<file path="config.mk">
export PLATFORM = sky130hd
export DESIGN_NAME = serial_id_slave
export DESIGN_NICKNAME = d
export VERILOG_FILES = /design/src/rtl/sid_pkg.sv /design/src/rtl/sid_sync.sv /design/src/rtl/sid_timeout.sv /design/src/rtl/sid_regfile.sv /design/src/rtl/sid_fsm.sv /design/src/rtl/serial_id_slave.sv
export SDC_FILE = /design/constraint.sdc
export NUM_CORES = 1
export LEC_CHECK = 0
export BUFFER_PORTS_ARGS = -buffer_cell sky130_fd_sc_hd__buf_2
export CORE_AREA = 2 2 83 85
export CTS_BUF_LIST = sky130_fd_sc_hd__clkbuf_4
export DETAILED_ROUTE_END_ITERATION = 10
export DIE_AREA = 0 0 85 87
export GPL_TIMING_DRIVEN = 0
export PLACE_DENSITY = 0.7
export SYNTH_ARGS = -nofsm -noshare
export SYNTH_HDL_FRONTEND = slang
export SYNTH_SLANG_ARGS = --single-unit
</file>
<file path="constraint.sdc">
create_clock -name clk -period 3.3 [get_ports clk]
set_clock_uncertainty 0.2 [all_clocks]
set_input_delay 0.165 -clock clk [delete_from_list [all_inputs] [get_ports clk]]
set_output_delay 0.165 -clock clk [all_outputs]
set_load 0.02 [all_outputs]
</file>
<file path="src/rtl/sid_pkg.sv">
package sid_pkg;

  // Highest location of the byte map; locations below it are identity bytes.
  localparam int MAP_LAST = 8;
  localparam int PW       = 4;

  typedef logic [PW-1:0] ptr_t;

  typedef enum logic [2:0] {
    ST_IDLE,
    ST_ADDR,
    ST_PTR,
    ST_WDATA,
    ST_ACK,
    ST_RDATA,
    ST_MACK,
    ST_WAIT
  } st_t;

  // Next pointer value: wraps from the top location back to zero.
  function automatic ptr_t ptr_next(input ptr_t p);
    return (p == ptr_t'(MAP_LAST)) ? '0 : p + 1'b1;
  endfunction

  // Pointer byte legality.
  function automatic logic ptr_byte_ok(input logic [7:0] b);
    return b <= 8'(MAP_LAST);
  endfunction

  // True at the writable control location.
  function automatic logic is_ctrl(input ptr_t p);
    return p == ptr_t'(MAP_LAST);
  endfunction

endpackage

</file>
<file path="src/rtl/sid_sync.sv">
module sid_sync #(
  parameter int STAGES = 2
) (
  input  logic clk,
  input  logic rst_n,
  input  logic scl_in,
  input  logic sda_in,
  output logic scl_s,
  output logic sda_s,
  output logic start_ev,
  output logic stop_ev,
  output logic scl_rise,
  output logic scl_fall
);

  logic [STAGES-1:0] scl_ff;
  logic [STAGES-1:0] sda_ff;
  logic              scl_p;
  logic              sda_p;

  always_ff @(posedge clk or negedge rst_n) begin
    if (!rst_n) begin
      scl_ff <= '1;
      sda_ff <= '1;
      scl_p  <= 1'b1;
      sda_p  <= 1'b1;
    end else begin
      scl_ff <= {scl_ff[STAGES-2:0], scl_in};
      sda_ff <= {sda_ff[STAGES-2:0], sda_in};
      scl_p  <= scl_ff[STAGES-1];
      sda_p  <= sda_ff[STAGES-1];
    end
  end

  assign scl_s    = scl_ff[STAGES-1];
  assign sda_s    = sda_ff[STAGES-1];
  assign start_ev = scl_s & scl_p & sda_p & ~sda_s;
  assign stop_ev  = scl_s & scl_p & ~sda_p & sda_s;
  assign scl_rise = scl_s & ~scl_p;
  assign scl_fall = ~scl_s & scl_p;

endmodule

</file>
<file path="src/rtl/sid_timeout.sv">
module sid_timeout #(
  parameter bit ENABLE = 1'b1,
  parameter int LIMIT  = 1024
) (
  input  logic clk,
  input  logic rst_n,
  input  logic scl_s,
  input  logic busy,
  output logic tmo_ev
);

  generate
    if (ENABLE) begin : g_on
      localparam int CW = $clog2(LIMIT + 1);
      logic [CW-1:0] low_cnt;

      always_ff @(posedge clk or negedge rst_n) begin
        if (!rst_n) begin
          low_cnt <= '0;
        end else if (!busy || scl_s) begin
          low_cnt <= '0;
        end else if (low_cnt != CW'(LIMIT)) begin
          low_cnt <= low_cnt + 1'b1;
        end
      end

      assign tmo_ev = busy && !scl_s && (low_cnt == CW'(LIMIT - 1));
    end else begin : g_off
      logic unused_tmo;
      assign unused_tmo = ^{clk, rst_n, scl_s, busy};
      assign tmo_ev     = 1'b0;
    end
  endgenerate

endmodule

</file>
<file path="src/rtl/sid_regfile.sv">
module sid_regfile
  import sid_pkg::*;
#(
  parameter int                       ROM_BYTES = MAP_LAST,
  parameter logic [8*ROM_BYTES-1:0]   ID_VALUE  = '0,
  parameter logic [7:0]               CTRL_INIT = 8'h00
) (
  input  logic       clk,
  input  logic       rst_n,
  input  logic       ptr_load,
  input  ptr_t       ptr_wdata,
  input  logic       ptr_inc,
  input  logic       ctrl_we,
  input  logic [7:0] ctrl_wdata,
  output ptr_t       ptr,
  output logic [7:0] rd_data,
  output logic [7:0] ctrl_q
);

  localparam int RW = $clog2(ROM_BYTES);

  logic [7:0] rom [ROM_BYTES];

  for (genvar g = 0; g < ROM_BYTES; g++) begin : g_rom
    assign rom[g] = ID_VALUE[8*g +: 8];
  end

  always_ff @(posedge clk or negedge rst_n) begin
    if (!rst_n) begin
      ptr <= '0;
    end else if (ptr_load) begin
      ptr <= ptr_wdata;
    end else if (ptr_inc) begin
      ptr <= ptr_next(ptr);
    end
  end

  always_ff @(posedge clk or negedge rst_n) begin
    if (!rst_n) begin
      ctrl_q <= CTRL_INIT;
    end else if (ctrl_we) begin
      ctrl_q <= ctrl_wdata;
    end
  end

  assign rd_data = is_ctrl(ptr) ? ctrl_q : rom[ptr[RW-1:0]];

endmodule

</file>
<file path="src/rtl/sid_fsm.sv">
module sid_fsm
  import sid_pkg::*;
#(
  parameter logic [6:0] DEV_ADDR = 7'h50
) (
  input  logic       clk,
  input  logic       rst_n,
  input  logic       sda_s,
  input  logic       start_ev,
  input  logic       stop_ev,
  input  logic       tmo_ev,
  input  logic       scl_rise,
  input  logic       scl_fall,
  input  ptr_t       ptr,
  input  logic [7:0] rd_data,
  output logic       sda_oe,
  output logic       busy,
  output logic       ptr_load,
  output ptr_t       ptr_wdata,
  output logic       ptr_inc,
  output logic       ctrl_we,
  output logic [7:0] ctrl_wdata,
  output logic       wdata_done
);

  st_t        state;
  st_t        after_ack;
  logic [3:0] bit_cnt;
  logic [7:0] shreg;
  logic [7:0] tx;
  logic       ptr_ok;
  logic       mack_q;

  logic quiet;
  logic rx_state;
  logic byte_done;
  logic tx_done;
  logic addr_hit;
  logic load_next;

  assign quiet     = !(start_ev || stop_ev || tmo_ev);
  assign rx_state  = (state == ST_ADDR) || (state == ST_PTR) || (state == ST_WDATA);
  assign byte_done = quiet && rx_state && scl_fall && (bit_cnt == 4'd8);
  assign tx_done   = quiet && (state == ST_RDATA) && scl_fall && (bit_cnt == 4'd8);
  assign addr_hit  = (shreg[7:1] == DEV_ADDR);
  assign load_next = quiet && scl_fall &&
                     (((state == ST_ACK) && (after_ack == ST_RDATA)) ||
                      ((state == ST_MACK) && mack_q));

  // Strobes towards the register file.
  assign ptr_load   = byte_done && (state == ST_PTR) && ptr_byte_ok(shreg);
  assign ptr_wdata  = shreg[PW-1:0];
  assign wdata_done = byte_done && (state == ST_WDATA);
  assign ctrl_we    = wdata_done && ptr_ok && is_ctrl(ptr);
  assign ctrl_wdata = shreg;
  assign ptr_inc    = (wdata_done && ptr_ok) || tx_done;
  assign busy       = (state != ST_IDLE);

  always_ff @(posedge clk or negedge rst_n) begin
    if (!rst_n) begin
      state     <= ST_IDLE;
      after_ack <= ST_IDLE;
      bit_cnt   <= '0;
      shreg     <= '0;
      tx        <= '0;
      ptr_ok    <= 1'b0;
      mack_q    <= 1'b0;
      sda_oe    <= 1'b0;
    end else if (start_ev) begin
      state   <= ST_ADDR;
      bit_cnt <= '0;
      sda_oe  <= 1'b0;
    end else if (stop_ev || tmo_ev) begin
      state   <= ST_IDLE;
      bit_cnt <= '0;
      sda_oe  <= 1'b0;
    end else if (load_next) begin
      tx      <= rd_data;
      sda_oe  <= ~rd_data[7];
      bit_cnt <= '0;
      state   <= ST_RDATA;
    end else begin
      unique case (state)
        ST_ADDR, ST_PTR, ST_WDATA: begin
          if (scl_rise) begin
            shreg   <= {shreg[6:0], sda_s};
            bit_cnt <= bit_cnt + 4'd1;
          end else if (byte_done) begin
            bit_cnt <= '0;
            if (state == ST_ADDR) begin
              if (addr_hit) begin
                sda_oe    <= 1'b1;
                state     <= ST_ACK;
                after_ack <= shreg[0] ? ST_RDATA : ST_PTR;
              end else begin
                state <= ST_WAIT;
              end
            end else if (state == ST_PTR) begin
              ptr_ok    <= ptr_byte_ok(shreg);
              sda_oe    <= ptr_byte_ok(shreg);
              state     <= ST_ACK;
              after_ack <= ST_WDATA;
            end else begin
              sda_oe    <= ptr_ok && is_ctrl(ptr);
              state     <= ST_ACK;
              after_ack <= ST_WDATA;
            end
          end
        end
        ST_ACK: begin
          if (scl_fall) begin
            sda_oe  <= 1'b0;
            bit_cnt <= '0;
            state   <= after_ack;
          end
        end
        ST_RDATA: begin
          if (scl_rise) begin
            bit_cnt <= bit_cnt + 4'd1;
          end else if (tx_done) begin
            sda_oe  <= 1'b0;
            bit_cnt <= '0;
            state   <= ST_MACK;
          end else if (scl_fall) begin
            tx     <= {tx[6:0], 1'b0};
            sda_oe <= ~tx[6];
          end
        end
        ST_MACK: begin
          if (scl_rise) begin
            mack_q <= ~sda_s;
          end else if (scl_fall) begin
            state <= ST_WAIT;
          end
        end
        default: ;
      endcase
    end
  end

endmodule

</file>
<file path="src/rtl/serial_id_slave.sv">
module serial_id_slave
  import sid_pkg::*;
#(
  parameter logic [6:0]  DEV_ADDR       = 7'h50,
  parameter logic [63:0] ID_VALUE       = 64'h0F1E_2D3C_4B5A_6978,
  parameter logic [7:0]  CTRL_INIT      = 8'h00,
  parameter int          SYNC_STAGES    = 2,
  parameter bit          TIMEOUT_EN     = 1'b1,
  parameter int          TIMEOUT_CYCLES = 1024
) (
  input  logic clk,
  input  logic rst_n,
  input  logic scl_in,
  input  logic sda_in,
  output logic sda_oe
);

  logic       scl_s;
  logic       sda_s;
  logic       start_ev;
  logic       stop_ev;
  logic       scl_rise;
  logic       scl_fall;
  logic       tmo_ev;
  logic       busy;
  logic       ptr_load;
  ptr_t       ptr_wdata;
  logic       ptr_inc;
  logic       ctrl_we;
  logic [7:0] ctrl_wdata;
  logic       wdata_done;
  ptr_t       ptr;
  logic [7:0] rd_data;
  logic [7:0] ctrl_q;

  sid_sync #(.STAGES(SYNC_STAGES)) u_sync (
    .clk      (clk),
    .rst_n    (rst_n),
    .scl_in   (scl_in),
    .sda_in   (sda_in),
    .scl_s    (scl_s),
    .sda_s    (sda_s),
    .start_ev (start_ev),
    .stop_ev  (stop_ev),
    .scl_rise (scl_rise),
    .scl_fall (scl_fall)
  );

  sid_timeout #(.ENABLE(TIMEOUT_EN), .LIMIT(TIMEOUT_CYCLES)) u_tmo (
    .clk    (clk),
    .rst_n  (rst_n),
    .scl_s  (scl_s),
    .busy   (busy),
    .tmo_ev (tmo_ev)
  );

  sid_fsm #(.DEV_ADDR(DEV_ADDR)) u_fsm (
    .clk        (clk),
    .rst_n      (rst_n),
    .sda_s      (sda_s),
    .start_ev   (start_ev),
    .stop_ev    (stop_ev),
    .tmo_ev     (tmo_ev),
    .scl_rise   (scl_rise),
    .scl_fall   (scl_fall),
    .ptr        (ptr),
    .rd_data    (rd_data),
    .sda_oe     (sda_oe),
    .busy       (busy),
    .ptr_load   (ptr_load),
    .ptr_wdata  (ptr_wdata),
    .ptr_inc    (ptr_inc),
    .ctrl_we    (ctrl_we),
    .ctrl_wdata (ctrl_wdata),
    .wdata_done (wdata_done)
  );

  sid_regfile #(
    .ROM_BYTES (MAP_LAST),
    .ID_VALUE  (ID_VALUE),
    .CTRL_INIT (CTRL_INIT)
  ) u_regs (
    .clk        (clk),
    .rst_n      (rst_n),
    .ptr_load   (ptr_load),
    .ptr_wdata  (ptr_wdata),
    .ptr_inc    (ptr_inc),
    .ctrl_we    (ctrl_we),
    .ctrl_wdata (ctrl_wdata),
    .ptr        (ptr),
    .rd_data    (rd_data),
    .ctrl_q     (ctrl_q)
  );

endmodule

</file>
Word level (Yosys, flattened, before mapping)
Memory sizes are Yosys's and may differ from the RTL's.
Index checks and enable logic that the tools add are counted.
{"block": "totals", "reg_bits": 57, "latch_bits": 0, "mem_bits_rw": 0, "rom_bits": 64, "output_inout_bits": 1, "mem_count": 1}
{"name": "(name not given)", "depth": 8, "word_bits": 8, "read_ports": 1, "rd_clocked_by_memory_dff": 0, "write_ports": 0, "line": "sid_regfile.sv:46", "rtl": "assign rd_data = is_ctrl(ptr) ? ctrl_q : rom[ptr[RW-1:0]];"}
{"block": "op_classes", "add_sub_neg": 3, "mul": 0, "n_div": 0, "order_cmp": 2, "eq_ne": 26, "n_shift": 0, "muxes": 51, "n_bitwise": 19, "n_reduce_logical": 45}
{"cell": "4-bit 2-to-1 mux", "n": 11}
{"cell": "3-bit 2-to-1 mux", "n": 13}
{"cell": "7-bit 2-to-1 mux", "n": 5}
{"cell": "8-bit 2-to-1 mux", "n": 3}
{"cell": "11-bit 2-to-1 mux", "n": 2}
{"cell": "5-bit by 2-bit != test with 1-bit output, second input constant", "n": 4}
{"cell": "1-bit logical AND", "n": 18}
{"cell": "8-bit AND reduction", "n": 2}
{"cell": "7-bit AND reduction", "n": 2}
{"cell": "3-bit equality test, second input constant", "n": 4}
{"cell": "1-bit 2-to-1 mux", "n": 12}
{"cell": "6-bit by 2-bit != test with 1-bit output, second input constant", "n": 2}
{"cell": "6-bit by 3-bit != test with 1-bit output, second input constant", "n": 2}
{"cell": "3-bit case mux with 4 select lines", "n": 1}
{"cell": "4-bit case mux with 3 select lines", "n": 1}
{"cell": "11-bit by 1-bit adder with 11-bit output, second input constant", "n": 1}
{"cell": "11-bit by 10-bit equality test with 1-bit output, second input constant", "n": 1}
{"cell": "11-bit != test, second input constant", "n": 1}
{"cell": "1-bit NOT", "n": 11}
{"cell": "5-bit by 3-bit != test with 1-bit output, second input constant", "n": 2}
{"cell": "5-bit AND reduction", "n": 2}
{"cell": "4-bit by 1-bit adder with 4-bit output, second input constant", "n": 2}
{"cell": "4-bit equality test, second input constant", "n": 2}
{"cell": "8-bit by 4-bit <= comparator with 1-bit output, second input constant", "n": 1}
{"cell": "other kinds (20)", "n": 41}

Logic depth before layout (Yosys ltp)
{"block": "depth", "depth_word": 15, "ltp_mapped": 9}

By module
Synthesis repeated with hierarchy kept, for this count alone.
{"block": "unflattened", "cells_unflattened": 319, "hier_area_um2": 3246.9}
{"mod": "sid_fsm", "n_inst": 1, "cells_per_inst": 182, "area_each_um2": 1793.0, "seq_area_each_um2": 700.7}
{"mod": "sid_regfile", "n_inst": 1, "cells_per_inst": 60, "area_each_um2": 641.9, "seq_area_each_um2": 300.3}
{"mod": "sid_timeout", "n_inst": 1, "cells_per_inst": 67, "area_each_um2": 619.3, "seq_area_each_um2": 275.3}
{"mod": "sid_sync", "n_inst": 1, "cells_per_inst": 10, "area_each_um2": 192.7, "seq_area_each_um2": 157.7}

Worst setup path after synthesis
OpenSTA, ideal clock, no wires.
{"block": "synth_path", "kind": "reg-to-reg", "start": "reg u_fsm.state[1]", "end": "reg u_fsm.state[0]", "setup_time_ns": 0.128, "t_arrival_ns": 2.090, "required_ns": 2.972, "slack_ns": 0.882, "stages_incl_launch_ff": 8, "path_buffers": 1, "path_cell_list": "dfrtp_1 -> buf_4 -> or3b_4 -> o32ai_4 -> a211oi_2 -> and2_4 -> nor4_4 -> mux2_1"}
{"block": "synth_via", "elab_chain_cells": 10}
{"element": "start: declaration", "line": "sid_fsm.sv:26", "rtl": "st_t state;"}
{"element": "start signal: assignment", "line": "sid_fsm.sv:114", "rtl": "state <= after_ack;"}
{"element": "branches (longest 10 deep; another with 3-bit case mux with 4 select lines)"}
Parallel ways; which one is timed is not known. The select of a mux whose other input is x is not followed.
A chain may end at the register's enable or synchronous reset.

Worst setup path after layout
{"block": "layout_path", "start": "reg u_fsm.state[2]", "end": "reg u_fsm.sda_oe"}
{"block": "layout_via", "elab_chain_cells": 14}
{"element": "3-bit nonzero test", "line": "sid_fsm.sv:57", "rtl": "assign busy = (state != ST_IDLE);"}
{"element": "1-bit logical AND (2 in series)", "line": "sid_timeout.sv:27", "rtl": "assign tmo_ev = busy && !scl_s && (low_cnt == CW'(LIMIT - 1));"}
{"element": "1-bit logical OR", "line": "sid_fsm.sv:41", "rtl": "assign quiet = !(start_ev || stop_ev || tmo_ev);"}
{"element": "1-bit logical NOT", "line": "sid_fsm.sv:41"}
{"element": "1-bit logical AND (3 in series)", "line": "sid_fsm.sv:44", "rtl": "assign tx_done = quiet && (state == ST_RDATA) && scl_fall && (bit_cnt == 4'd8);"}
{"element": "1-bit 2-to-1 mux", "line": "sid_fsm.sv:120", "rtl": "end else if (tx_done) begin"}
{"element": "1-bit 2-to-1 mux", "line": "sid_fsm.sv:118", "rtl": "if (scl_rise) begin"}
{"element": "1-bit case mux with 3 select lines", "line": "sid_fsm.sv:83", "rtl": "unique case (state)"}
{"element": "1-bit 2-to-1 mux", "line": "sid_fsm.sv:77", "rtl": "end else if (load_next) begin"}
{"element": "1-bit 2-to-1 mux", "line": "sid_fsm.sv:73", "rtl": "end else if (stop_ev || tmo_ev) begin"}
{"element": "1-bit 2-to-1 mux", "line": "sid_fsm.sv:69", "rtl": "end else if (start_ev) begin"}
{"element": "end signal: assignment", "line": "sid_fsm.sv:79", "rtl": "sda_oe <= ~rd_data[7];"}
{"element": "end signal: assignment", "line": "sid_fsm.sv:100", "rtl": "sda_oe <= ptr_byte_ok(shreg);"}
{"element": "end signal: assignment", "line": "sid_fsm.sv:104", "rtl": "sda_oe <= ptr_ok && is_ctrl(ptr);"}
{"element": "end: declaration", "line": "sid_fsm.sv:16", "rtl": "output logic sda_oe,"}
Parallel ways exist; a longest one is shown, timed or not. The select of a mux whose other input is x is not followed.

==> flow_summary_export.csv <==
group,metric,value,unit
synth,synthDistinctLibCells,63,
critical_path,critPathCaptureType,"register",
clock_tree,hold_buffers,3,
synth,synth-seq-area-share,46.1,%
critical_path,crit_end,"u_fsm.sda_oe",
critical_path,r2r_slack,520,ps
global_routing,grt_pass1_vias,2277,
clock_tree,clk_pin_slew,110,ps
layout,layout.nets,337,
clock_tree,htreeDepth,3,
timing,hold_viol,0,
die,rows,30,
layout,n_antenna_cell,0,
routing,antenna_left,0,
clock_tree,cts_buffers,9,
routing,drt-initial-drc-count,231,
clock_tree,postCtsSetupBuffers,0,
global_routing,globalRouteOverflowTotal,0,
timing,rsz0062_at_grt,"false",
clock_tree,clock_latency,420,ps
timing,setup_viol,0,
routing,drc,0,
synth,netlist_area,3110,um2
power,max-vdd-ir-drop,292,uV
synth,yosysWarnings,0,
global_routing,grt_pass1_wl,10800,um
synth,synth_edf_count,0,
critical_path,crit_arrival,2890,ps
critical_path,reg2reg_from,"u_fsm.state[2]",
synth,synth_async_sr_flop_share,100,%
global_routing,grt_use_total,18.4,%
routing,wl_per_cell,14.9,um
synth,synth_nets,319,
place,io_buffers,4,
critical_path,critPathKind,"register to register",
routing,vias_per_cell,5.56,
run_status,status,"complete, no violations",
power,power.density,647,nW/um2
critical_path,path_max_fanout,10,
global_routing,grt_start_max_net_pins,58,
clock_tree,cts_resized,0,
place,routabilityCongestion,0.852,
die,pin_count,5,
hold_path,hold_class,"primary input to async pin",
routing,finalWirelength,6130,um
critical_path,worstRegToRegCells,7,
critical_path,cp.required,3400,ps
routing,vias,2291,
timing,tightest_slew,694,ps
synth,synth_top_area_share,41.0,%
power,p_leak,1.50,nW
timing,maxSlewHeadroom,53.7,%
clock_tree,cts_buffer_depth,2,
synth,yosys.area.top_type,"dfrtp_1",
die,die_x,85,um
die,die_h,87,um
place,hpwl,4240,um
timing,slew_viol_final,0,
critical_path,cp-start-kind,"register",
synth,ys.flop_type,"dfrtp_1",
global_routing,antenna_found_initial,0,
synth,synth_area_leaders,"dfrtp_1 (41%), dfstp_2 (5.1%), nor2_1 (4.1%)",
power,power.total,2.21,mW
synth,synth.avg_cell_area,10.1,um2
synth,ys_seq_elements,57,
clock_tree,cts_tree,"yes",
die,dieArea,7400,um2
timing,period_minus_slack,2780,ps
critical_path,setup.worst_path.start,"u_fsm.state[2]",
timing,tns,0,ps
die,core,6570,um2
critical_path,r2r-end,"u_fsm.sda_oe",
clock_tree,clockRootBuffer,"clkbuf_4",
die,initial_utilization,47.3,%
clock_tree,clock_sinks,57,
timing,min_period_over_period,84.3,%
flow_run,drv_cap,0,
layout,nFillCells,563,
routing,dr.pass1.iters,4,
synth,synthCells,309,
layout,synthToLayoutAreaGrowth,9.98,%
layout,layout-drive-gt1-share,15.4,%
timing,timing.fmax,359,MHz
-- worst max-delay path, stage by stage, from the launching register on --
cell and delay, ps:
dfrtp_1 400, clkbuf_1 220, or3_4 420, nand4b_2 260
a21o_1 210, a21oi_1 140, nor4_1 460, mux2_1 370
-- registers in the layout (all words and copies together) (netlist names), 3 cells and up --
| register | flops |
|---|---|
| u_fsm.after_ack | 3 |
| u_fsm.bit_cnt | 4 |
| u_fsm.ctrl_wdata | 8 |
| u_fsm.state | 3 |
| u_fsm.tx | 7 |
| u_regs.ctrl_q | 8 |
| u_regs.ptr | 4 |
| u_tmo.g_on.low_cnt | 11 |
-- area by class of cell --
type,count,area (um2),share of cell area (%)
Buffer,11,53.8,1.57
Tap cell,80,100,2.93
Sequential cell,57,1430,41.9
Clock buffer,10,75.1,2.20
Timing Repair Buffer,7,52.6,1.54
Multi-Input combinational cell,226,1570,45.8
Inverter,15,56.3,1.65
Clock inverter,6,82.6,2.41
-- per-stage QoR --
stage                     instance area (um2)  util (%)  hold slack, ps  instances  setup slack, ps
final                                    3420      52.1             138        412              518
after global routing                     3420      52.1             165        412              477
after CTS                                3420      52.0             162        412              582
after detailed placement                 3230      49.2            71.6        393              602
after global placement                   3230      49.2            69.3        393              623
after floorplan                          3110         -            -331        309              882
-- cell families (layout without fill, tap and decap cells) --
group           count (synthesis)  count (layout)  share of synthesized area [%]
buf+inv                        26              49                           3.54
fa+ha+maj                       6               6                           2.41
xor+xnor                       10              10                           2.82
simple gates                  119             119                           22.1
flops                          57              57                           46.1
compound gates                 65              65                           13.9
mux                            26              26                           9.09
-- synth_stat cells (2+ instances only) --
| cell type | instances |
|---|---|
| o22ai_1 | 2 |
| nand3b_1 | 3 |
| nor3_1 | 3 |
| a211oi_1 | 2 |
| nor2_1 | 34 |
| nand4_1 | 3 |
| dfstp_2 | 6 |
| mux2_2 | 8 |
| nor4_4 | 2 |
| a21boi_0 | 3 |
| a21oi_1 | 20 |
| clkbuf_1 | 8 |
| nor4_1 | 6 |
| dfrtp_1 | 51 |
| o21a_1 | 3 |
| a31oi_1 | 4 |
| mux2_1 | 10 |
| o32ai_1 | 2 |
| nand2b_1 | 7 |
| o31ai_1 | 3 |
| mux2i_1 | 8 |
| nand4b_1 | 2 |
| and3_1 | 3 |
| xnor2_1 | 4 |
| ha_1 | 6 |
| nor2b_1 | 5 |
| a21o_1 | 2 |
| and2_1 | 2 |
| xor2_1 | 6 |
| nand2_1 | 19 |
| o21ai_0 | 14 |
| inv_1 | 15 |
| or3_1 | 2 |
| nand3_1 | 12 |
-- cell usage in the layout, fill, tap and decap left out, types with 5 or more instances in the layout --
cell type,count
a21oi_1,20
clkbuf_1,8
clkbuf_4,10
dfrtp_1,51
dfstp_2,6
ha_1,6
inv_1,15
mux2_1,10
mux2_2,8
mux2i_1,8
nand2_1,19
nand2b_1,7
nand3_1,12
nor2_1,34
nor2b_1,5
nor4_1,6
o21ai_0,14
xor2_1,6
-- where the power goes --
group / switching, mW / internal (mW)
Clock: 0.274 / 0.312
Combinational: 0.417 / 0.318
Sequential: 0.0909 / 0.803
Total: 0.781 / 1.43
-- routing by layer --
| layer | wire, um | track usage (%) | vias to the layer above | part of all wire [%] |
|---|---|---|---|---|
| li1 | - | - | 1151 | - |
| met1 | 2920 | 24.7 | 1077 | 48 |
| met3 | 253 | 3.98 | 13 | 4.1 |
| met2 | 2850 | 28.6 | 50 | 46 |
| met5 | 0 | 0 | - | 0 |
| met4 | 117 | 8.37 | 0 | 1.9 |
-- how the worst min path moves through the flow --
stage	startpoint	slack, ps	to	cells past startpoint
after CTS	u_sync.scl_ff[0]	160	u_sync.scl_ff[1]	0
after detailed placement	sda_in	70	u_sync.sda_ff[0]	1
after global routing	u_sync.scl_ff[0]	170	u_sync.scl_ff[1]	0
final	rst_n	140	u_fsm.bit_cnt[3]	2
after global placement	sda_in	70	u_sync.sda_ff[0]	1
after floorplan	rst_n	-330	u_fsm.after_ack[0]	0
No activity file was read; power rests on OpenSTA's default activity.
